### src/rtl/vc_pkg.sv
package vc_pkg;

    localparam int VA_W       = 32;
    localparam int LINE_BYTES = 32;
    localparam int SETS       = 128;
    localparam int PID_W      = 8;
    localparam int PERM_W     = 3;

    localparam int OFF_W = $clog2(LINE_BYTES);
    localparam int IDX_W = $clog2(SETS);
    localparam int TAG_W = VA_W - OFF_W - IDX_W;

    localparam int PERM_RD = 0;
    localparam int PERM_WR = 1;
    localparam int PERM_EX = 2;

    typedef logic [VA_W-1:0]   vaddr_t;
    typedef logic [IDX_W-1:0]  idx_t;
    typedef logic [TAG_W-1:0]  tag_t;
    typedef logic [PID_W-1:0]  pid_t;
    typedef logic [PERM_W-1:0] perm_t;

    typedef enum logic [1:0] {
        ACC_READ  = 2'd0,
        ACC_WRITE = 2'd1,
        ACC_EXEC  = 2'd2,
        ACC_ALT   = 2'd3
    } acc_e;

    typedef struct packed {
        logic  valid;
        logic  dirty;
        tag_t  tag;
        pid_t  pid;
        perm_t perm;
    } line_t;

    function automatic idx_t set_of(input vaddr_t va);
        return va[OFF_W +: IDX_W];
    endfunction

    function automatic tag_t tag_of(input vaddr_t va);
        return va[VA_W-1 -: TAG_W];
    endfunction

    function automatic logic access_ok(input perm_t perm, input acc_e kind);
        logic ok;
        case (kind)
            ACC_WRITE: ok = perm[PERM_WR];
            ACC_EXEC:  ok = perm[PERM_EX];
            default:   ok = perm[PERM_RD];
        endcase
        return ok;
    endfunction

endpackage

### src/rtl/vc_tag_store.sv
module vc_tag_store
    import vc_pkg::*;
(
    input  logic  clk,
    input  logic  rst,
    input  idx_t  rd_idx,
    output line_t rd_line,
    input  logic  clr_en,
    input  idx_t  clr_idx,
    input  pid_t  clr_pid,
    input  logic  wr_en,
    input  idx_t  wr_idx,
    input  line_t wr_line,
    input  logic  mark_en,
    input  idx_t  mark_idx
);

    line_t lines [SETS];

    for (genvar s = 0; s < SETS; s++) begin : g_set
        line_t q;
        logic  hit_clr, hit_wr, hit_mark;

        assign hit_clr  = clr_en  && (clr_idx  == idx_t'(s));
        assign hit_wr   = wr_en   && (wr_idx   == idx_t'(s));
        assign hit_mark = mark_en && (mark_idx == idx_t'(s));

        always_ff @(posedge clk) begin
            if (rst) begin
                q.valid <= 1'b0;
                q.dirty <= 1'b0;
            end else if (hit_clr) begin
                if (q.valid && (q.pid == clr_pid)) begin
                    q.valid <= 1'b0;
                end
            end else if (hit_wr) begin
                q <= wr_line;
            end else if (hit_mark) begin
                q.dirty <= 1'b1;
            end
        end

        assign lines[s] = q;
    end

    assign rd_line = lines[rd_idx];

endmodule

### src/rtl/vc_lookup.sv
module vc_lookup
    import vc_pkg::*;
(
    input  logic  en,
    input  line_t line,
    input  tag_t  tag,
    input  pid_t  pid,
    input  acc_e  kind,
    output logic  hit,
    output logic  miss,
    output logic  fault,
    output logic  dirty,
    output logic  mark
);

    logic match;
    logic ok;

    always_comb begin
        match = en && line.valid && (line.tag == tag) && (line.pid == pid);
        ok    = access_ok(line.perm, kind);
        hit   = match && ok;
        fault = match && !ok;
        miss  = en && !match;
        dirty = match && line.dirty;
        mark  = hit && (kind == ACC_WRITE);
    end

endmodule

### src/rtl/vc_flush_walker.sv
module vc_flush_walker
    import vc_pkg::*;
(
    input  logic clk,
    input  logic rst,
    input  logic req,
    input  pid_t req_pid,
    output logic busy,
    output idx_t ptr,
    output pid_t tgt_pid
);

    localparam idx_t LAST = idx_t'(SETS - 1);

    always_ff @(posedge clk) begin
        if (rst) begin
            busy    <= 1'b0;
            ptr     <= '0;
            tgt_pid <= '0;
        end else if (!busy) begin
            if (req) begin
                busy    <= 1'b1;
                ptr     <= '0;
                tgt_pid <= req_pid;
            end
        end else if (ptr == LAST) begin
            busy <= 1'b0;
        end else begin
            ptr <= ptr + idx_t'(1);
        end
    end

endmodule

### src/rtl/vc_tag_array.sv
module vc_tag_array
    import vc_pkg::*;
(
    input  logic              clk,
    input  logic              rst,
    input  logic              lk_valid,
    input  logic [VA_W-1:0]   lk_vaddr,
    input  logic [PID_W-1:0]  lk_pid,
    input  logic [1:0]        lk_kind,
    output logic              lk_hit,
    output logic              lk_miss,
    output logic              lk_fault,
    output logic              lk_dirty,
    input  logic              fill_en,
    input  logic [VA_W-1:0]   fill_vaddr,
    input  logic [PID_W-1:0]  fill_pid,
    input  logic [PERM_W-1:0] fill_prot,
    input  logic              flush_req,
    input  logic [PID_W-1:0]  flush_pid,
    output logic              flush_busy
);

    idx_t  walk_idx;
    pid_t  walk_pid;
    line_t rd_line;
    line_t new_line;
    logic  lk_en;
    logic  fill_go;
    logic  mark;

    assign lk_en   = lk_valid && !flush_busy;
    assign fill_go = fill_en && !flush_busy;

    always_comb begin
        new_line.valid = 1'b1;
        new_line.dirty = 1'b0;
        new_line.tag   = tag_of(fill_vaddr);
        new_line.pid   = fill_pid;
        new_line.perm  = fill_prot;
    end

    vc_flush_walker u_walk (
        .clk     (clk),
        .rst     (rst),
        .req     (flush_req),
        .req_pid (flush_pid),
        .busy    (flush_busy),
        .ptr     (walk_idx),
        .tgt_pid (walk_pid)
    );

    vc_tag_store u_store (
        .clk      (clk),
        .rst      (rst),
        .rd_idx   (set_of(lk_vaddr)),
        .rd_line  (rd_line),
        .clr_en   (flush_busy),
        .clr_idx  (walk_idx),
        .clr_pid  (walk_pid),
        .wr_en    (fill_go),
        .wr_idx   (set_of(fill_vaddr)),
        .wr_line  (new_line),
        .mark_en  (mark),
        .mark_idx (set_of(lk_vaddr))
    );

    vc_lookup u_look (
        .en    (lk_en),
        .line  (rd_line),
        .tag   (tag_of(lk_vaddr)),
        .pid   (lk_pid),
        .kind  (acc_e'(lk_kind)),
        .hit   (lk_hit),
        .miss  (lk_miss),
        .fault (lk_fault),
        .dirty (lk_dirty),
        .mark  (mark)
    );

endmodule

### config.mk
export PLATFORM = sky130hd
export DESIGN_NAME = vc_tag_array
export DESIGN_NICKNAME = d
export VERILOG_FILES = /design/src/rtl/vc_pkg.sv /design/src/rtl/vc_tag_store.sv /design/src/rtl/vc_lookup.sv /design/src/rtl/vc_flush_walker.sv /design/src/rtl/vc_tag_array.sv
export SDC_FILE = /design/constraint.sdc
export NUM_CORES = 2
export LEC_CHECK = 0
export BUFFER_PORTS_ARGS = -buffer_cell sky130_fd_sc_hd__buf_2
export CORE_MARGIN = 2
export CORE_UTILIZATION = 55
export CTS_CLUSTER_DIAMETER = 40
export DETAILED_ROUTE_END_ITERATION = 12
export MAX_ROUTING_LAYER = met4
export PLACE_DENSITY = 0.71
export SYNTH_ARGS = -nofsm -noshare
export SYNTH_HDL_FRONTEND = slang
export SYNTH_SLANG_ARGS = --single-unit
### constraint.sdc
create_clock -name clk -period 7.4 [get_ports clk]
set_clock_uncertainty 0.2 [all_clocks]
set_input_delay 1.85 -clock clk [delete_from_list [all_inputs] [get_ports clk]]
set_output_delay 1.85 -clock clk [all_outputs]
set_load 0.01 [all_outputs]
Word-level counts from Yosys, hierarchy flattened. Index checks and enable logic that the tools add are counted.

Add/subtract/negate cells: 1. $lt $le $gt $ge: 1. Eq/ne operators: 642. Mux-type cells: 650. Bitwise gates (word level): 131. Reductions and logical operators: 1171.

Operator list (count): $eq A7 B7 Y1 const B (192); $eq A8 B8 Y1 (129); $eq A7 B6 Y1 const B (96); $mux W1 (643); $logic_and A1 B1 Y1 (522); $reduce_and A2 Y1 (258); $reduce_bool A2 Y1 (257); $reduce_and A3 Y1 (128); $eq A7 B5 Y1 const B (48); $ne A2 B2 Y1 const B (129); $bmux W33 S7 (1); $eq A7 B4 Y1 const B (24); $not A1 Y1 (130); $eq A7 B3 Y1 const B (12); $mux W33 (2); $eq A7 B2 Y1 const B (6); $eq A7 B1 Y1 const B (3); $logic_not A7 Y1 (3); $mux W7 (3); $eq A20 B20 Y1 (1); $ge A8 B8 Y1 const B (1); $not A7 Y8 (1); $add A7 B1 Y7 const B (1); $logic_not A1 Y1 (3); other kinds (3) (3).

Flip-flop bits (word level): 4240. Input port bits: 98. Output and inout bits: 5. Word-level logic and storage cells: 3239.

Longest topological paths before layout.
Depth in word-level cells: 12. Depth in mapped cells: 18. Mapped depth without buffers: 10.

Cells and area by module. A second synthesis with hierarchy kept.

Cell total of the unflattened synthesis: 9067. Area, all modules: 177964.4 sq um.

Modules (own cells, without submodules): vc_tag_store (instances 1, cells each 8936, area each 176888.4 sq um, seq. area each 124279.2 sq um); vc_flush_walker (instances 1, cells each 75, area each 634.4 sq um, seq. area each 320.3 sq um); vc_lookup (instances 1, cells each 52, area each 421.7 sq um, seq. area each 0.0 sq um); vc_tag_array (instances 1, cells each 4, area each 20.0 sq um, seq. area each 0.0 sq um).

Worst setup path before layout. No wires, ideal clock.

Path kind: input to output. Start point: in lk_vaddr[5]. End point: out lk_dirty. Arrival: 5151 ps. Required time: 5350 ps. Path slack: 199 ps. Stages: 14. Buffers on the path: 9. Cell sequence: buf_6 -> buf_8 -> buf_6 -> buf_4 -> buf_4 -> buf_6 -> buf_4 -> buf_2 -> buf_2 -> mux4_2 -> mux4_2 -> mux4_2 -> nand2_1 -> a21oi_1.

Cells in the longest elaborated chain, start to end: 8. Elaborated cells on any way between the ends: 10. Classes of those cells: eq/ne: 2; mux: 3; bitwise: 1; reduce/logical: 4.

RTL lines: start: declaration (RTL line vc_tag_array.sv:7) `input logic [VA_W-1:0] lk_vaddr,`; $not A7 Y8 (implied by the code) (*) (RTL line vc_tag_store.sv:46) `assign rd_line = lines[rd_idx];`; $bmux W33 S7 (*) (RTL line vc_tag_store.sv:46); $mux W33 (implied by the code) (*) (2 in a row) (RTL line vc_tag_store.sv:46); $eq A20 B20 Y1 / $logic_and A1 B1 Y1 (equally long branches) (RTL line vc_lookup.sv:20) `match = en && line.valid && (line.tag == tag) && (line.pid == pid);`; $logic_and A1 B1 Y1 (2 in a row) (RTL line vc_lookup.sv:20); $logic_and A1 B1 Y1 (*) (RTL line vc_lookup.sv:25) `dirty = match && line.dirty;`; end: declaration (RTL line vc_tag_array.sv:13) `output logic lk_dirty,`.

Every way passes the cells marked *; elsewhere a longest branch is shown, timed or not. The select of a mux whose other input is x is not followed.

Worst setup path in the final report. Ends and elaborated chain as after synthesis.

==> qor.yml <==
rsz0062_at_grt: "true"
grt_pass1_wl_mm: 901
clockPowerShare_pct: 47.4
overflow: 0
slowest_stage: "mux4_2"
grt_max_degree: 104
critPathKind: "in -> out"
clock_latency_ns: 1.08
path_cells: "buf_16, buf_12, buf_16, buf_12, buf_12, mux4_2, a22o_4, a31oi_4, nor3b_4, a22oi_2, xnor2_1, buf_4, nand4_1, nor4bb_4, buf_4, nand4_1, buf_12, a21oi_4, buf_6, buf_6"
pwr-share-comb_pct: 7.2
end_kind: "primary output"
synth_top_area_share_pct: 66.9
path_clk_slew_ns: 0.05
finalWorstSetupSlack_ns: -0.804
yosysUniqueCellTypes: 80
synthToLayoutAreaGrowth_pct: 20.1
antenna_found_initial: 52
pwr-share-seq_pct: 45.4
ios: 103
peakVddDrop_uv: 298
crit_family: "buffers and inverters"
fillers: 21200
ys_seq_area_share_pct: 69.9
synth-edff-count: 3968
synth_top_area_cell: "edfxtp_1"
finalMaxSlewViolations: 0
first_pass_iters: 7
yosys_warnings: 0
start_util_pct: 55.4
grt_pass1_vias: 109000
num_vias: 114000
synth_common_cells: "edfxtp_1 (3968), mux4_2 (861), xnor2_1 (803)"
drt-vias-per-instance: 7.06
fin_util_pct: 66.5
ys.flop_type: "edfxtp_1"
power.density_nw_per_um2: 271
failed_checks: "capacitance limit, setup timing"
cts.sinks: 4240
die_w_um: 573
p_leak_nw: 69.9
tritoncts: "done"
min_path_type: "reg -> reg"
status: "finished with violations"
core_um2: 322000
async_flop_share_pct: 0
max_freq_mhz: 122
rows: 208
drtIter0Drc: 20600
critPathLaunchType: "input port"
drive_gt1_share_pct: 29.2
worstPathMaxFanout: 14
cts_max_level: 6
post_drt_wl_per_cell_um: 41.5
synthTopCellsByArea: "edfxtp_1 (67%), mux4_2 (11%), xnor2_1 (3.9%), dfxtp_1 (3.1%), mux2i_1 (3.1%)"
dp_hpwl_mm: 434
dieHeight_um: 573
grt_usage_pct: 41.2
avgSynthCellArea_um2: 17.7
synth.most_common_cell: "edfxtp_1"
period_minus_slack_ns: 8.20
crit_arrival_ns: 6.15
tightest_slew_ns: 1.49
port_buffers: 92
slowest_delay_ns: 0.51
final-hold-violation-count: 0
synthesis.nets: 10100
maxCapViolations: 1
setup_violations: 4
wirelength_mm: 668
cts_root_buffer: "clkbuf_16"
synth_seq_cells: 4240
tns_ns: -3.01
die_area_um2: 329000
nets: 11400
swShare_pct: 23.5
cp.required_ns: 5.35
ant_nets: 0
drc: 0
period_share_pct: 111
placed_area_um2: 193000
final_area_um2: 214000
switching_power_mw: 13.6
gp_congestion: 1.06
worst-path-buf-inv: 10
numCtsBuffers: 562
cp_common_cell: "buf_12"
clock_path_buffers: 4
synth_cells: 10000
max-slew-margin-rel_pct: 0.507
power_mw: 57.9
intPower_mw: 44.3
synthesis.area_um2: 178000
-- power groups by stage --
stage | combinational (mW) | clock [mW] | sequential (mW)
final | 4.14 | 27.5 | 26.3
after global routing | 4.18 | 28.5 | 26.3
after CTS | 3.96 | 27.5 | 26.3
after detailed placement | 3.83 | 0 | 26.8
after global placement | 3.79 | 0 | 26.8
after floorplan | 1.76 | 0 | 26.7
-- area by class of cell --
cell class              count  area (um^2)  area share, %
clock buffers             652        14700           6.89
inverters                  39          158         0.0737
repair buffers           1337        12900           6.01
well taps                4305         5390           2.52
diodes                     46          115         0.0538
flip-flops and latches   4240       125000           58.2
multi-input cells        5080        52000           24.3
clock inverters           376         4170           1.95
-- worst paths after layout --
kind | depth (start not counted) | slack [ns] | from | to
max | 20 | -0.80 | lk_vaddr[5] | lk_dirty
min reg2reg | 2 | 0.26 | u_store.g_set[42].q[32] | u_store.g_set[42].q[32]
min | 2 | 0.26 | u_store.g_set[42].q[32] | u_store.g_set[42].q[32]
max reg2reg | 8 | 2.83 | u_walk.busy | u_store.g_set[49].q[13]
-- registers in the layout (all words and copies together), names as in the netlist --
register and flops:
u_store.g_set.q 4224, u_walk.tgt_pid 8, u_walk.ptr 7, u_walk.busy 1
-- stage by stage --
step | hold WS (ns) | std cells | setup WS [ns]
4_1_cts | 0.260 | 16000 | -0.662
6_report | 0.264 | 16100 | -0.804
3_5_place_dp | 0.254 | 14900 | -1.68
3_3_place_gp | 0.254 | 14900 | -1.68
2_1_floorplan | 0.239 | 10000 | 0.199
5_1_grt | 0.279 | 16100 | -0.779
-- worst min-delay path: cells and delay by family (launching register included) --
kind            cells  cell delay, ns
flops               1            0.30
compound gates      2            0.11
-- per-layer routing --
| layer | routed length (um) | GRT usage [%] | vias to the layer above |
|---|---|---|---|
| li1 | - | - | 43300 |
| met3 | 89900 | 10.8 | 1930 |
| met4 | 51400 | 25.2 | 0 |
| met2 | 294000 | 58.7 | 9803 |
| met1 | 232000 | 53.2 | 58500 |
| met5 | 0 | - | - |
-- layout by cell type (no fill, tap or decap), types with 37 or more instances in the layout --
cell | synthesis | routed
edfxtp_1 | 3968 | 3968
buf_4 | 90 | 1043
mux4_2 | 861 | 861
xnor2_1 | 803 | 801
clkbuf_16 | 0 | 578
mux2i_1 | 543 | 536
nand2_1 | 377 | 374
a22oi_1 | 279 | 266
dfxtp_1 | 272 | 264
nand4_1 | 238 | 238
xor2_1 | 240 | 236
a21oi_1 | 206 | 197
buf_12 | 0 | 168
o21ai_0 | 148 | 142
nor2_4 | 0 | 136
nand3b_1 | 136 | 136
o2111ai_1 | 122 | 121
nand3_1 | 122 | 116
nor2_1 | 252 | 104
clkinv_1 | 1 | 76
clkinv_2 | 0 | 73
clkbuf_1 | 308 | 70
o41ai_1 | 70 | 68
nor3_1 | 75 | 65
nor4_1 | 66 | 63
a221oi_1 | 62 | 59
bufinv_16 | 0 | 59
o21ai_1 | 50 | 53
buf_2 | 148 | 50
diode_2 | 0 | 46
clkinvlp_4 | 0 | 45
inv_6 | 0 | 42
a211oi_1 | 44 | 42
clkinv_4 | 0 | 41
a31oi_1 | 44 | 37
-- cell families (layout without fill, tap and decap cells) --
group	count (synthesis)	after routing	synth area share, %
flops	4240	4240	69.9
xor+xnor	1043	1043	5.13
fa+ha+maj	6	6	0.0421
other cells	0	46	0
buf+inv	719	2404	2.00
compound gates	1195	1195	4.69
simple gates	1401	1401	4.08
mux	1435	1435	14.1
-- timing repair --
action	CTS	global route
setup endpoints to repair	4	4
hold buffers	0	0
buffers inserted	34	28
pin swaps	16	28
resized for setup	135	88
cloned	9	3
Power figures use the tool's default switching activity.
